`src/rtl/pnp_key_pkg.sv`:
```
package pnp_key_pkg;

    localparam int unsigned KEY_W_DEF   = 8;
    localparam int unsigned KEY_LEN_DEF = 32;
    localparam logic [7:0]  KEY_SEED_DEF = 8'h6A;

endpackage

```
`src/rtl/pnp_key_lfsr_step.sv`:
```
// One step of the key sequence generator: a right shift whose new top bit
// is the XOR of the two lowest bits of the current value and an injected bit.
module pnp_key_lfsr_step #(
    parameter int unsigned W = 8
) (
    input  logic [W-1:0] cur,
    input  logic         inject,
    output logic [W-1:0] nxt
);
    generate
        for (genvar i = 0; i < W - 1; i++) begin : g_shift
            assign nxt[i] = cur[i+1];
        end
    endgenerate

    assign nxt[W-1] = cur[0] ^ cur[1] ^ inject;

endmodule

```
`src/rtl/pnp_key_compare.sv`:
```
// Decides whether a byte continues the current run, and whether that run
// reaches the full key length with this byte.
module pnp_key_compare #(
    parameter int unsigned W     = 8,
    parameter int unsigned LEN   = 32,
    parameter int unsigned CNT_W = 5
) (
    input  logic [W-1:0]     expect_byte,
    input  logic [W-1:0]     got_byte,
    input  logic [CNT_W-1:0] run_cnt,
    output logic             hit,
    output logic             last
);
    localparam logic [CNT_W-1:0] LAST_IDX = CNT_W'(LEN - 1);

    assign hit  = (expect_byte == got_byte);
    assign last = (run_cnt == LAST_IDX);

endmodule

```
`src/rtl/pnp_key_detect.sv`:
```
module pnp_key_detect #(
    parameter int unsigned KEY_W   = pnp_key_pkg::KEY_W_DEF,
    parameter int unsigned KEY_LEN = pnp_key_pkg::KEY_LEN_DEF,
    parameter logic [KEY_W-1:0] SEED = KEY_W'(pnp_key_pkg::KEY_SEED_DEF)
) (
    input  logic             clk,
    input  logic             rst_n,
    input  logic             wr_en,
    input  logic [KEY_W-1:0] wr_byte,
    input  logic             wait_key,
    output logic             key_ok,
    output logic [KEY_W-1:0] addr_latch
);
    localparam int unsigned CNT_W = (KEY_LEN > 1) ? $clog2(KEY_LEN) : 1;

    typedef struct packed {
        logic [KEY_W-1:0] lfsr;
        logic [CNT_W-1:0] cnt;
        logic             accept;
        logic [KEY_W-1:0] latch;
    } key_state_t;

    key_state_t st_d, st_q;

    logic [KEY_W-1:0] lfsr_adv;
    logic             byte_hit;
    logic             run_last;
    logic             key_wr;

    // Observation points for the bound checker.
    logic [KEY_W-1:0] lfsr_cur;
    logic [CNT_W-1:0] cnt_cur;

    pnp_key_lfsr_step #(.W(KEY_W)) u_step (
        .cur    (st_q.lfsr),
        .inject (1'b0),
        .nxt    (lfsr_adv)
    );

    pnp_key_compare #(.W(KEY_W), .LEN(KEY_LEN), .CNT_W(CNT_W)) u_cmp (
        .expect_byte (st_q.lfsr),
        .got_byte    (wr_byte),
        .run_cnt     (st_q.cnt),
        .hit         (byte_hit),
        .last        (run_last)
    );

    assign key_wr = wr_en & wait_key;

    always_comb begin
        st_d        = st_q;
        st_d.accept = 1'b0;
        if (wr_en) begin
            st_d.latch = wr_byte;
        end
        if (key_wr) begin
            if (!byte_hit) begin
                st_d.lfsr = SEED;
                st_d.cnt  = '0;
            end else if (run_last) begin
                st_d.lfsr   = SEED;
                st_d.cnt    = '0;
                st_d.accept = 1'b1;
            end else begin
                st_d.lfsr = lfsr_adv;
                st_d.cnt  = st_q.cnt + 1'b1;
            end
        end
    end

    always_ff @(posedge clk) begin
        if (!rst_n) begin
            st_q.lfsr   <= SEED;
            st_q.cnt    <= '0;
            st_q.accept <= 1'b0;
            st_q.latch  <= '0;
        end else begin
            st_q <= st_d;
        end
    end

    assign key_ok     = st_q.accept;
    assign addr_latch = st_q.latch;
    assign lfsr_cur   = st_q.lfsr;
    assign cnt_cur    = st_q.cnt;

endmodule

```
`config.mk`:
```
export PLATFORM = sky130hd
export DESIGN_NAME = pnp_key_detect
export DESIGN_NICKNAME = d
export VERILOG_FILES = /design/src/rtl/pnp_key_pkg.sv /design/src/rtl/pnp_key_lfsr_step.sv /design/src/rtl/pnp_key_compare.sv /design/src/rtl/pnp_key_detect.sv
export SDC_FILE = /design/constraint.sdc
export NUM_CORES = 1
export LEC_CHECK = 0
export BUFFER_PORTS_ARGS = -buffer_cell sky130_fd_sc_hd__buf_2
export CELL_PAD_IN_SITES_DETAIL_PLACEMENT = 1
export CELL_PAD_IN_SITES_GLOBAL_PLACEMENT = 1
export CORE_AREA = 4 4 53 55
export CTS_BUF_LIST = sky130_fd_sc_hd__clkbuf_8 sky130_fd_sc_hd__clkbuf_16
export CTS_CLUSTER_DIAMETER = 150
export DETAILED_ROUTE_END_ITERATION = 10
export DIE_AREA = 0 0 57 59
export GPL_TIMING_DRIVEN = 0
export MAX_ROUTING_LAYER = met4
export PLACE_DENSITY_LB_ADDON = 0.1
export SLEW_MARGIN = 20
export SYNTH_ARGS = -nofsm -noshare
export SYNTH_HDL_FRONTEND = slang
export SYNTH_SLANG_ARGS = --single-unit
```
`constraint.sdc`:
```
create_clock -name clk -period 4.1 [get_ports clk]
set_input_delay 0.82 -clock clk [delete_from_list [all_inputs] [get_ports clk]]
set_output_delay 0.82 -clock clk [all_outputs]
set_load 0.05 [all_outputs]
```
==> flow_summary.toml <==
[cts]
htree_num_levels = 1
cts_hold_buf = 0
cts_buffer_depth = 2
clk_pin_slew_ns = 0.08
clock_latency_ns = 0.27
cts_sinks = 22
post-cts-setup-buffer-count = 0
ctsResizeCount = 0
cts-root-buf = "clkbuf_8"
cts_tree = "built"
cts_buffers = 3

[route]
drt_first_iter_violations = 8
wl_per_cell_um = 14.5
viasPerCell = 5.13
drc = 0
antenna_left = 0
vias = 728
routed_wl_um = 2060
dr.pass1.iters = 4

[finish]
fillers = 285
design_area_sq_mm = 0.00116
syn_to_final_growth_pct = 21.4
fin_util_pct = 48.5
antenna_cells = 0
nets = 127
drive_gt1_share_pct = 24.1

[power_and_ir_drop]
p_total_mw = 0.475
peakVddDrop_mv = 0.203
p_leak_nw = 0.503
power.density_mw_per_mm2 = 410

[floorplan]
core_sq_mm = 0.00239
io_pins = 21
fp.dieH_um = 59
num_rows = 18
start_util_pct = 40.0
die_x_um = 57
die_area_sq_mm = 0.00336

[global_route]
grt_pass1_vias = 744
grt_max_degree = 14
antenna_found_initial = 0
grt_usage_pct = 14.6
grt_pass1_wl_um = 3550
grt-ovfl-total = 0

[worst_setup_path]
critPathKind = "flip-flop to flip-flop"
worstPathCellList = "ha_1 > and3_1 > ha_1 > nor2b_1 > nand4_2 > o22a_1"
cp-end-kind = "flip-flop"
reg2reg_depth = 6
crit_start = "cnt_cur[0]"
slowest_delay_ns = 0.34
cp-start-kind = "flip-flop"
cp.arrival_ns = 2.11
cp.required_ns = 4.27
critical_path_buf_inv_count = 0
slowest_stage = "dfxtp_1"
crit_cells = 6
reg2reg_from = "cnt_cur[0]"
crit_fanout = 7
cp_top_family = "simple AND/OR/NAND/NOR gates"
crit_top_cell = "ha_1"

[sta]
finalCritPeriodShare_pct = 47.5
slew_headroom_pct = 73.0
setup-tns-final_ns = 0
fin_crit_ns = 1.95
finalClockSkew_ns = 0.00871
worst_slew_pin_slew_ns = 0.404
finalSetupViolCount = 0
hold_viol_final = 0
rsz0062_at_grt = "no"
holdWs_ns = 0.486
clock.fmax_ghz = 0.514
finalMaxSlewViolations = 0

[logic_synthesis]
syn-cell-area_sq_um = 955
synthDistinctLibCells = 23
syn_area_per_cell_sq_um = 10.7
ys_seq_area_share_pct = 46.1
synthesis.nets = 103
synth_warnings = 0
syn_inst = 89
synth.area.top_cells = "dfxtp_1 46%, mux2i_1 8.4%, xor2_1 8.3%"
ys_ff_latch = 22
yosysTopAreaCell = "dfxtp_1"
synth_top_cell_area_share_pct = 46.1

[placement]
dpl-instance-area_sq_mm = 0.00109
portBuffers = 19
dp_hpwl_um = 1630
gp_congestion = 0.744

[run_status]
status = "finished clean"

[min_path]
min_path_type = "flip-flop to flip-flop"
worstHoldStart = "cnt_cur[4]"
min_path_cells = 2

[run]
maxCapViolations = 0
-- where the power goes --
group / internal (mW) / switching, mW / total, mW
registers: 0.218 / 0.00236 / 0.221
logic: 0.0172 / 0.0352 / 0.0525
clock network: 0.130 / 0.0712 / 0.202
total: 0.366 / 0.109 / 0.475
-- per-layer routing --
metal / wire length (um) / track usage, % / up-vias
li1: - / - / 361
met1: 870 / 16.4 / 352
met2: 1080 / 24.6 / 10
met3: 66 / 2.61 / 5
met4: 44 / 7.95 / 0
met5: 0 / - / -
-- final timing paths --
path,to,slack [ns]
setup / recovery,lfsr_cur[6],2.15
hold / removal,cnt_cur[4],0.49
setup reg to reg,lfsr_cur[6],2.15
hold reg to reg,cnt_cur[4],0.49
-- state kept, by name, summed over array words and instances (netlist names) --
signal      count
lfsr_cur        8
key_ok          1
cnt_cur         5
addr_latch      8
-- synthesized netlist by cell type --
| library cell | count |
|---|---|
| o22a_1 | 4 |
| o2111ai_1 | 1 |
| xnor2_1 | 1 |
| nor2_1 | 1 |
| mux2i_1 | 8 |
| nand2_1 | 8 |
| ha_1 | 2 |
| a32o_1 | 3 |
| and3_1 | 3 |
| nor4_4 | 1 |
| xor2_1 | 9 |
| buf_6 | 1 |
| clkbuf_1 | 2 |
| nor3_2 | 1 |
| dfxtp_1 | 22 |
| and2_1 | 1 |
| nor2b_1 | 9 |
| nand4_1 | 2 |
| a21boi_0 | 3 |
| nor3b_1 | 2 |
| nand4_2 | 1 |
| nand3_1 | 1 |
| o21ai_1 | 3 |
-- worst reg2reg max path, delay by kind of cell (launching register included) --
| kind | cells | cell delay (ns) |
|---|---|---|
| and+or+nand+nor | 3 | 0.80 |
| adders and majority gates | 2 | 0.46 |
| DFF | 1 | 0.34 |
| AOI/OAI and AO/OA | 1 | 0.25 |
-- cell type report --
type	count	area, sq um	area share (%)
Multi-Input combinational cell	64	495	42.8
Sequential cell	22	440	38.0
Timing Repair Buffer	19	95.1	8.21
Clock buffer	3	41.3	3.56
Tap cell	30	37.5	3.24
Clock inverter	1	30.0	2.59
Buffer	3	18.8	1.62
-- cell usage in the layout (no fill, tap or decap), drive strengths merged --
master   netlist  final
nor2b          9      9
nand2          8      8
mux2i          8      8
o21ai          3      3
nor2           1      1
nand3          1      1
xnor2          1      1
and2           1      1
and3           3      3
a21boi         3      3
nor3           1      1
o2111ai        1      1
a32o           3      3
nand4          3      3
clkbuf         2      5
bufinv         0      1
o22a           4      4
nor3b          2      2
buf            1     20
nor4           1      1
dfxtp         22     22
ha             2      2
xor2           9      9
-- per-stage QoR --
step,std cells,setup slack (ns)
2_1_floorplan,89,2.24
3_3_place_gp,138,1.95
3_5_place_dp,138,1.94
4_1_cts,142,2.13
5_1_grt,142,1.97
6_report,142,2.15
-- kinds of logic (layout without fill, tap and decap cells) --
family          Yosys count  after routing  share of synthesized area (%)
simple gates             30             30                           20.1
compound gates           14             14                           11.7
buf+inv                   3             26                           1.97
xor+xnor                 10             10                           9.17
mux                       8              8                           8.39
flops                    22             22                           46.1
fa+ha+maj                 2              2                           2.62
(Power assumes the default switching activity.)
